===== src/rtl/lenc_pkg.sv =====
`timescale 1ns/1ps
package lenc_pkg;

    // Kind of symbol held in one slot of the lookahead pipeline
    typedef enum logic [2:0] {
        SYM_NONE,
        SYM_ZERO,
        SYM_MARK,
        SYM_BPULSE,
        SYM_VPULSE
    } sym_t;

    // Operating mode held by the mode state machine
    typedef enum logic [1:0] {
        ST_BYPASS,
        ST_B3ZS,
        ST_HDB3
    } mode_t;

endpackage


===== src/rtl/lenc_sampler.sv =====
`timescale 1ns/1ps
module lenc_sampler (
    input  logic clk,
    input  logic rst,
    input  logic fall_edge,
    input  logic pos_in,
    input  logic neg_in,
    output logic cap_pos,
    output logic cap_neg,
    output logic cap_vld
);

    logic fall_pos_q;
    logic fall_neg_q;

    // Falling-edge capture, used when the inverted sampling edge is selected
    always_ff @(negedge clk) begin
        fall_pos_q <= pos_in;
        fall_neg_q <= neg_in;
    end

    // Rising-edge register that hands the chosen sample to the rest of the block
    always_ff @(posedge clk) begin
        if (rst) begin
            cap_pos <= 1'b0;
            cap_neg <= 1'b0;
            cap_vld <= 1'b0;
        end else begin
            cap_pos <= fall_edge ? fall_pos_q : pos_in;
            cap_neg <= fall_edge ? fall_neg_q : neg_in;
            cap_vld <= 1'b1;
        end
    end

endmodule


===== src/rtl/lenc_mode_fsm.sv =====
`timescale 1ns/1ps
module lenc_mode_fsm #(
    parameter int B3ZS_RUN = 3,
    parameter int HDB3_RUN = 4,
    parameter int RW       = 3
) (
    input  logic          clk,
    input  logic          rst,
    input  logic          bin_mode,
    input  logic          e3_mode,
    output logic          flush,
    output logic          bypass,
    output logic [RW-1:0] run_len
);
    import lenc_pkg::*;

    mode_t state_q;
    mode_t mode_req;

    // Requested state from the mode inputs
    always_comb begin
        unique case ({bin_mode, e3_mode})
            2'b10:   mode_req = ST_B3ZS;
            2'b11:   mode_req = ST_HDB3;
            default: mode_req = ST_BYPASS;
        endcase
    end

    // State register: reset loads the request, MODE_SWITCH follows it
    always_ff @(posedge clk) begin
        if (rst) begin
            state_q <= mode_req;
        end else begin
            state_q <= mode_req;
        end
    end

    // MODE_SWITCH transition: request differs from held state
    assign flush = !rst && (state_q != mode_req);

    // State outputs
    always_comb begin
        unique case (state_q)
            ST_B3ZS: begin
                bypass  = 1'b0;
                run_len = RW'(B3ZS_RUN);
            end
            ST_HDB3: begin
                bypass  = 1'b0;
                run_len = RW'(HDB3_RUN);
            end
            default: begin
                bypass  = 1'b1;
                run_len = RW'(B3ZS_RUN);
            end
        endcase
    end

endmodule


===== src/rtl/lenc_subst_pipe.sv =====
`timescale 1ns/1ps
module lenc_subst_pipe #(
    parameter int DEPTH = 4,
    parameter int RW    = 3
) (
    input  logic             clk,
    input  logic             rst,
    input  logic             flush,
    input  logic             in_vld,
    input  logic             in_bit,
    input  logic [RW-1:0]    run_len,
    input  logic             parity_odd,
    output lenc_pkg::sym_t   head
);
    import lenc_pkg::*;

    sym_t stage_q [DEPTH];
    sym_t stage_d [DEPTH];
    sym_t in_sym;
    logic win_zero;

    always_comb begin
        in_sym = !in_vld ? SYM_NONE : (in_bit ? SYM_MARK : SYM_ZERO);

        // Window: the incoming symbol plus stages 1..run_len-1, all plain zeros
        win_zero = (in_sym == SYM_ZERO);
        for (int i = 1; i < DEPTH; i++) begin
            if (i < int'(run_len)) begin
                win_zero = win_zero && (stage_q[i] == SYM_ZERO);
            end
        end

        for (int i = 0; i < DEPTH; i++) begin
            if (i + 1 < int'(run_len)) begin
                stage_d[i] = stage_q[i + 1];
            end else if (i + 1 == int'(run_len)) begin
                stage_d[i] = win_zero ? SYM_VPULSE : in_sym;
            end else begin
                stage_d[i] = SYM_NONE;
            end
        end

        // Even pulse count since last violation: balance the first zero of the run
        if (win_zero && !parity_odd) begin
            stage_d[0] = SYM_BPULSE;
        end
    end

    always_ff @(posedge clk) begin
        for (int i = 0; i < DEPTH; i++) begin
            if (rst || flush) begin
                stage_q[i] <= SYM_NONE;
            end else begin
                stage_q[i] <= stage_d[i];
            end
        end
    end

    assign head = stage_q[0];

endmodule


===== src/rtl/lenc_polarity.sv =====
`timescale 1ns/1ps
module lenc_polarity (
    input  logic           clk,
    input  logic           rst,
    input  logic           flush,
    input  logic           bypass,
    input  lenc_pkg::sym_t head,
    input  logic           cap_pos,
    input  logic           cap_neg,
    output logic           parity_odd,
    output logic           last_pos,
    output logic           line_pos,
    output logic           line_neg
);
    import lenc_pkg::*;

    logic parity_q;
    logic pol_d;
    logic emit_pos;
    logic emit_neg;

    always_comb begin
        pol_d      = last_pos;
        parity_odd = parity_q;
        emit_pos   = 1'b0;
        emit_neg   = 1'b0;
        unique case (head)
            SYM_MARK, SYM_BPULSE: begin
                pol_d      = !last_pos;
                parity_odd = !parity_q;
                emit_pos   = !last_pos;
                emit_neg   = last_pos;
            end
            SYM_VPULSE: begin
                parity_odd = 1'b0;
                emit_pos   = last_pos;
                emit_neg   = !last_pos;
            end
            default: begin
            end
        endcase
    end

    // Running polarity and violation parity
    always_ff @(posedge clk) begin
        if (rst || flush) begin
            last_pos <= 1'b0;
            parity_q <= 1'b0;
        end else if (!bypass) begin
            last_pos <= pol_d;
            parity_q <= parity_odd;
        end
    end

    // Output register
    always_ff @(posedge clk) begin
        if (rst || flush) begin
            line_pos <= 1'b0;
            line_neg <= 1'b0;
        end else if (bypass) begin
            line_pos <= cap_pos && !cap_neg;
            line_neg <= cap_neg && !cap_pos;
        end else begin
            line_pos <= emit_pos;
            line_neg <= emit_neg;
        end
    end

endmodule


===== src/rtl/bipolar_line_encoder.sv =====
`timescale 1ns/1ps
module bipolar_line_encoder #(
    parameter int B3ZS_RUN = 3,
    parameter int HDB3_RUN = 4
) (
    input  logic clk,
    input  logic rst,
    input  logic bin_mode,
    input  logic e3_mode,
    input  logic fall_edge,
    input  logic tx_data_pos,
    input  logic tx_neg,
    output logic line_pos,
    output logic line_neg
);
    import lenc_pkg::*;

    localparam int DEPTH = (HDB3_RUN > B3ZS_RUN) ? HDB3_RUN : B3ZS_RUN;
    localparam int RW    = $clog2(DEPTH + 1);

    logic          cap_pos;
    logic          cap_neg;
    logic          cap_vld;
    logic          flush;
    logic          bypass;
    logic [RW-1:0] run_len;
    logic          parity_odd;
    logic          last_pos;
    sym_t          head_sym;

    lenc_sampler u_sampler (
        .clk       (clk),
        .rst       (rst),
        .fall_edge (fall_edge),
        .pos_in    (tx_data_pos),
        .neg_in    (tx_neg),
        .cap_pos   (cap_pos),
        .cap_neg   (cap_neg),
        .cap_vld   (cap_vld)
    );

    lenc_mode_fsm #(
        .B3ZS_RUN (B3ZS_RUN),
        .HDB3_RUN (HDB3_RUN),
        .RW       (RW)
    ) u_mode (
        .clk      (clk),
        .rst      (rst),
        .bin_mode (bin_mode),
        .e3_mode  (e3_mode),
        .flush    (flush),
        .bypass   (bypass),
        .run_len  (run_len)
    );

    lenc_subst_pipe #(
        .DEPTH (DEPTH),
        .RW    (RW)
    ) u_pipe (
        .clk        (clk),
        .rst        (rst),
        .flush      (flush),
        .in_vld     (cap_vld && !bypass),
        .in_bit     (cap_pos),
        .run_len    (run_len),
        .parity_odd (parity_odd),
        .head       (head_sym)
    );

    lenc_polarity u_pol (
        .clk        (clk),
        .rst        (rst),
        .flush      (flush),
        .bypass     (bypass),
        .head       (head_sym),
        .cap_pos    (cap_pos),
        .cap_neg    (cap_neg),
        .parity_odd (parity_odd),
        .last_pos   (last_pos),
        .line_pos   (line_pos),
        .line_neg   (line_neg)
    );

endmodule


===== config.mk =====
export PLATFORM = sky130hd
export DESIGN_NAME = bipolar_line_encoder
export DESIGN_NICKNAME = d
export VERILOG_FILES = /design/src/rtl/lenc_pkg.sv /design/src/rtl/lenc_sampler.sv /design/src/rtl/lenc_mode_fsm.sv /design/src/rtl/lenc_subst_pipe.sv /design/src/rtl/lenc_polarity.sv /design/src/rtl/bipolar_line_encoder.sv
export SDC_FILE = /design/constraint.sdc
export NUM_CORES = 1
export LEC_CHECK = 0
export CAP_MARGIN = 15
export CORE_ASPECT_RATIO = 1.1
export CORE_MARGIN = 4
export CORE_UTILIZATION = 60
export CTS_BUF_LIST = sky130_fd_sc_hd__clkbuf_4
export DETAILED_ROUTE_END_ITERATION = 7
export PLACE_DENSITY = 0.83
export SKIP_LAST_GASP = 1
export SYNTH_ARGS = -nofsm -noshare
export SYNTH_HDL_FRONTEND = slang
export SYNTH_SLANG_ARGS = --single-unit

===== constraint.sdc =====
create_clock -name clk -period 4.25 [get_ports clk]
set_clock_uncertainty 0.05 [all_clocks]
set_input_delay 1.275 -clock clk [delete_from_list [all_inputs] [get_ports clk]]
set_output_delay 1.275 -clock clk [all_outputs]
set_load 0.01 [all_outputs]

==> results_dict.tcl, run 1 <==
set metrics [dict create \
    outcome "finished, final reports clean" \
    clkTransAtPathRegs_ns 0.12 \
    fraction_of_post_synthesis_cell_area_in_the_top_cell_type_by_area_pct 51.1 \
    crit_start "tx_neg" \
    clk_latency_ns 0.36 \
    grt_use_met3_pct 2.59 \
    fillers 115 \
    remaining_drc_errors 0 \
    post_synthesis_net_count 98 \
    wl_per_cell_um 11.9 \
    critPathArrivalTime_ns 1.68 \
    gr-usage-met2_pct 23.8 \
    first_pass_grt_wire_length_mm 2.51 \
    compound_gate_portion_of_the_synthesized_area_pct 12.2 \
    synthSimpleGateAreaFrac_pct 27.2 \
    cts.sinks 23 \
    final_layout_size_suffix_gt1_share_pct 9.00 \
    main_combinational_cell_family_by_area_after_synthesis "simple AND/OR/NAND/NOR gates" \
    initial_utilization_pct 64.3 \
    source_of_the_worst_register_to_register_timing_path "u_sampler.fall_neg_q" \
    grt_max_degree 14 \
    yosys.cell_types.count 32 \
    synthArstFlopShare_pct 0 \
    rows 14 \
    floorplan.io_pins 9 \
    die_area_um2 2190 \
    flow.area_growth_from_synthesis_pct 13.1 \
    congestion_overflow_gr 0 \
    clk_root_buffer_cell "sky130_fd_sc_hd__clkbuf_4" \
    synthesis.area_um2 901 \
    timing.critical_path.required_ns 2.31 \
    gpl.final_weighted_congestion 0.767 \
    postCtsHoldBufs 0 \
    max_cap_viol_count 0 \
    path_delay_family "buffers and inverters" \
    slowest_stage "sky130_fd_sc_hd__clkdlybuf4s50_1" \
    syn-instance-count 90 \
    worstMarginPinSlew_ns 0.796 \
    cp_cell_sequence "clkdlybuf4s50_1" \
    globalRouteTotalUtil_pct 14.9 \
    synth_register_bits 23 \
    initial_antenna_violation_count 0 \
    drt-total-wl_mm 1.38 \
    tritoncts "yes" \
    p_leak_uw 0.000363 \
    count_of_warnings_emitted_by_yosys 0 \
    port-buffer-count 8 \
    dpl-instance-area_um2 988 \
    synth_xor_xnor_area_share_pct 0.972 \
    antenna_cells 0 \
    first_global_vias 615 \
    detail_route.vias_per_cell 5.34 \
    detailroute.via_count 620 \
    rrSetupSlack_ns 1.44 \
    max-clock-path-buffers 2 \
    final.setup.tns_ns 0 \
    postLayoutCellArea_um2 1020 \
    worstHoldStart "u_pipe.stage_q[2][1]" \
    worstSetupPathType "primary input to flip-flop" \
    synth_adder_area_share_pct 1.39 \
    cts-htree-levels 1 \
    design.final.nets 109 \
    setup_viol 0 \
    groute.layer.met1.usage_pct 18.2 \
    critical_path.endpoint_type "flip-flop" \
    ys_seq_area_share_pct 51.1 \
    yosys.cell_count.top_type "sky130_fd_sc_hd__dfxtp_1" \
    place.detailed.hpwl_mm 1.09 \
    chipWidth_um 44.9 \
    ctsResizeCount 0 \
    r2r.worst_path.cells 2 \
    cts_buffer_count 3 \
    worst_hold_path.num_cells 1 \
    core-area_um2 1400 \
    vdd_ir_drop_max_v 0.000239 \
    setup_repair_after_global_routing_missed_its_margin "false" \
    syn-mean-instance-area_um2 10.0 \
    timing.final.max_slew_violations 0 \
    min_path_type "flip-flop to flip-flop" \
    floorplan.die.height_um 48.6 \
    synth_enable_flop_cells 0 \
    cp_slowest_stage_delay_ns 0.41 \
    post-cts-setup-buffers 0 \
    dominantRegCellSynth "sky130_fd_sc_hd__dfxtp_1" \
    final_worst_hold_slack_ns 0.413 \
    synth_largest_area_cell "sky130_fd_sc_hd__dfxtp_1" \
    final-hold-violation-count 0 \
    drtIter0Drc 15 \
    drt_pre_antenna_iters 4 \
    cp_max_fo 2 \
    worstPathBufferInverterCount 1 \
    grt_most_used_layer "met2" \
    synthMuxAreaShare_pct 4.44 \
    worst_hold_endpoint "u_pipe.stage_q[1][1]" \
    worst_slew_margin_rel_pct 46.5 \
    power.density_cell_area_nw_per_um2 345 \
    synthTopCellsByCount "23 x sky130_fd_sc_hd__dfxtp_1, 11 x sky130_fd_sc_hd__nor2_1, 6 x sky130_fd_sc_hd__and2_1, 5 x sky130_fd_sc_hd__a21oi_1" \
    timing.rr.end "u_sampler.cap_neg" \
    start_kind "primary input" \
    ant_nets 0 \
    synth_area_leaders "sky130_fd_sc_hd__dfxtp_1 51%, sky130_fd_sc_hd__nor2_1 4.6%, sky130_fd_sc_hd__mux2i_1 4.4%" \
]
layer usage:
metal / routed length [um] / up-vias / share of wire (%)
li1: - / 321 / -
met1: 623 / 279 / 45
met2: 667 / 13 / 48
met3: 44 / 7 / 3.2
met4: 41 / 0 / 3.0
met5: 0 / - / 0
registers in the layout, summed over array words and instances (netlist names):
register,flops
u_pipe.stage_q,12
u_mode.state_q,2
u_pol.last_pos,1
u_pol.line_neg,1
u_pol.line_pos,1
u_pol.parity_q,1
u_sampler.cap_neg,1
u_sampler.cap_pos,1
u_sampler.cap_vld,1
u_sampler.fall_neg_q,1
u_sampler.fall_pos_q,1
through the flow:
step	power [uW]	setup WS, ns	std cells	util, %
after CTS	354	0.632	116	72.7
after detailed placement	259	0.259	111	70.5
after global routing	369	0.632	116	72.7
after global placement	258	0.264	111	70.5
after floorplan	248	0.699	90	-
final	351	0.627	116	72.7
cell type report:
type,count,area [um^2],area share (%)
clock buffers,3,22.5,2.21
inverters,2,7.51,0.737
clock inverters,3,11.3,1.11
flip-flops and latches,23,460,45.2
repair buffers,8,80.1,7.86
multi-input cells,61,417,40.9
well taps,16,20.0,1.97
worst max path at each step:
stage,to,slack (ns),cells past startpoint
after floorplan,u_sampler.fall_neg_q,0.70,0
after global placement,u_sampler.fall_neg_q,0.26,1
after detailed placement,u_sampler.fall_neg_q,0.26,1
after CTS,u_sampler.fall_neg_q,0.63,1
after global routing,u_sampler.fall_pos_q,0.63,1
final,u_sampler.fall_neg_q,0.63,1
power breakdown:
part           internal (uW)  switching (uW)
combinational           13.3            13.3
sequential               220            2.67
clock                   37.2            64.3
cells in the final DEF, fill, tap and decap left out, types with 2 or more instances in the layout:
cell type and n:
sky130_fd_sc_hd__clkbuf_4 3, sky130_fd_sc_hd__nand2_1 4, sky130_fd_sc_hd__nor3b_1 2, sky130_fd_sc_hd__and2_1 6, sky130_fd_sc_hd__nand2b_1 3, sky130_fd_sc_hd__a21oi_1 5
sky130_fd_sc_hd__mux2i_1 4, sky130_fd_sc_hd__inv_1 4, sky130_fd_sc_hd__clkdlybuf4s50_1 8, sky130_fd_sc_hd__o21a_1 2, sky130_fd_sc_hd__nor2_1 11, sky130_fd_sc_hd__dfxtp_1 23
sky130_fd_sc_hd__nor2b_1 4, sky130_fd_sc_hd__nand3_1 2
cell families after synthesis:
logic type / count (synthesis)
buffers and inverters: 6
muxes: 4
adders and majority gates: 1
and+or+nand+nor: 42
DFF: 23
AOI/OAI and AO/OA: 13
xor gates and xnor gates: 1
(Power assumes the default switching activity.)
==> run 2: changes to the inputs <==
CAP_MARGIN = 20   (was 15)
clock period = 4.43 ns   (was 4.25 ns; I/O delays follow)
==> results of run 2 <==
The final DEF is identical to that of run 1. Status: finished, final reports clean.
Among the figures that moved: setup slack after placement 0.259 ns -> 0.295 ns; setup slack after layout 0.627 ns -> 0.663 ns; register-to-register setup slack 1.44 ns -> 1.53 ns; total power 351 uW -> 337 uW; worst IR drop on VDD 0.000239 V -> 0.000229 V
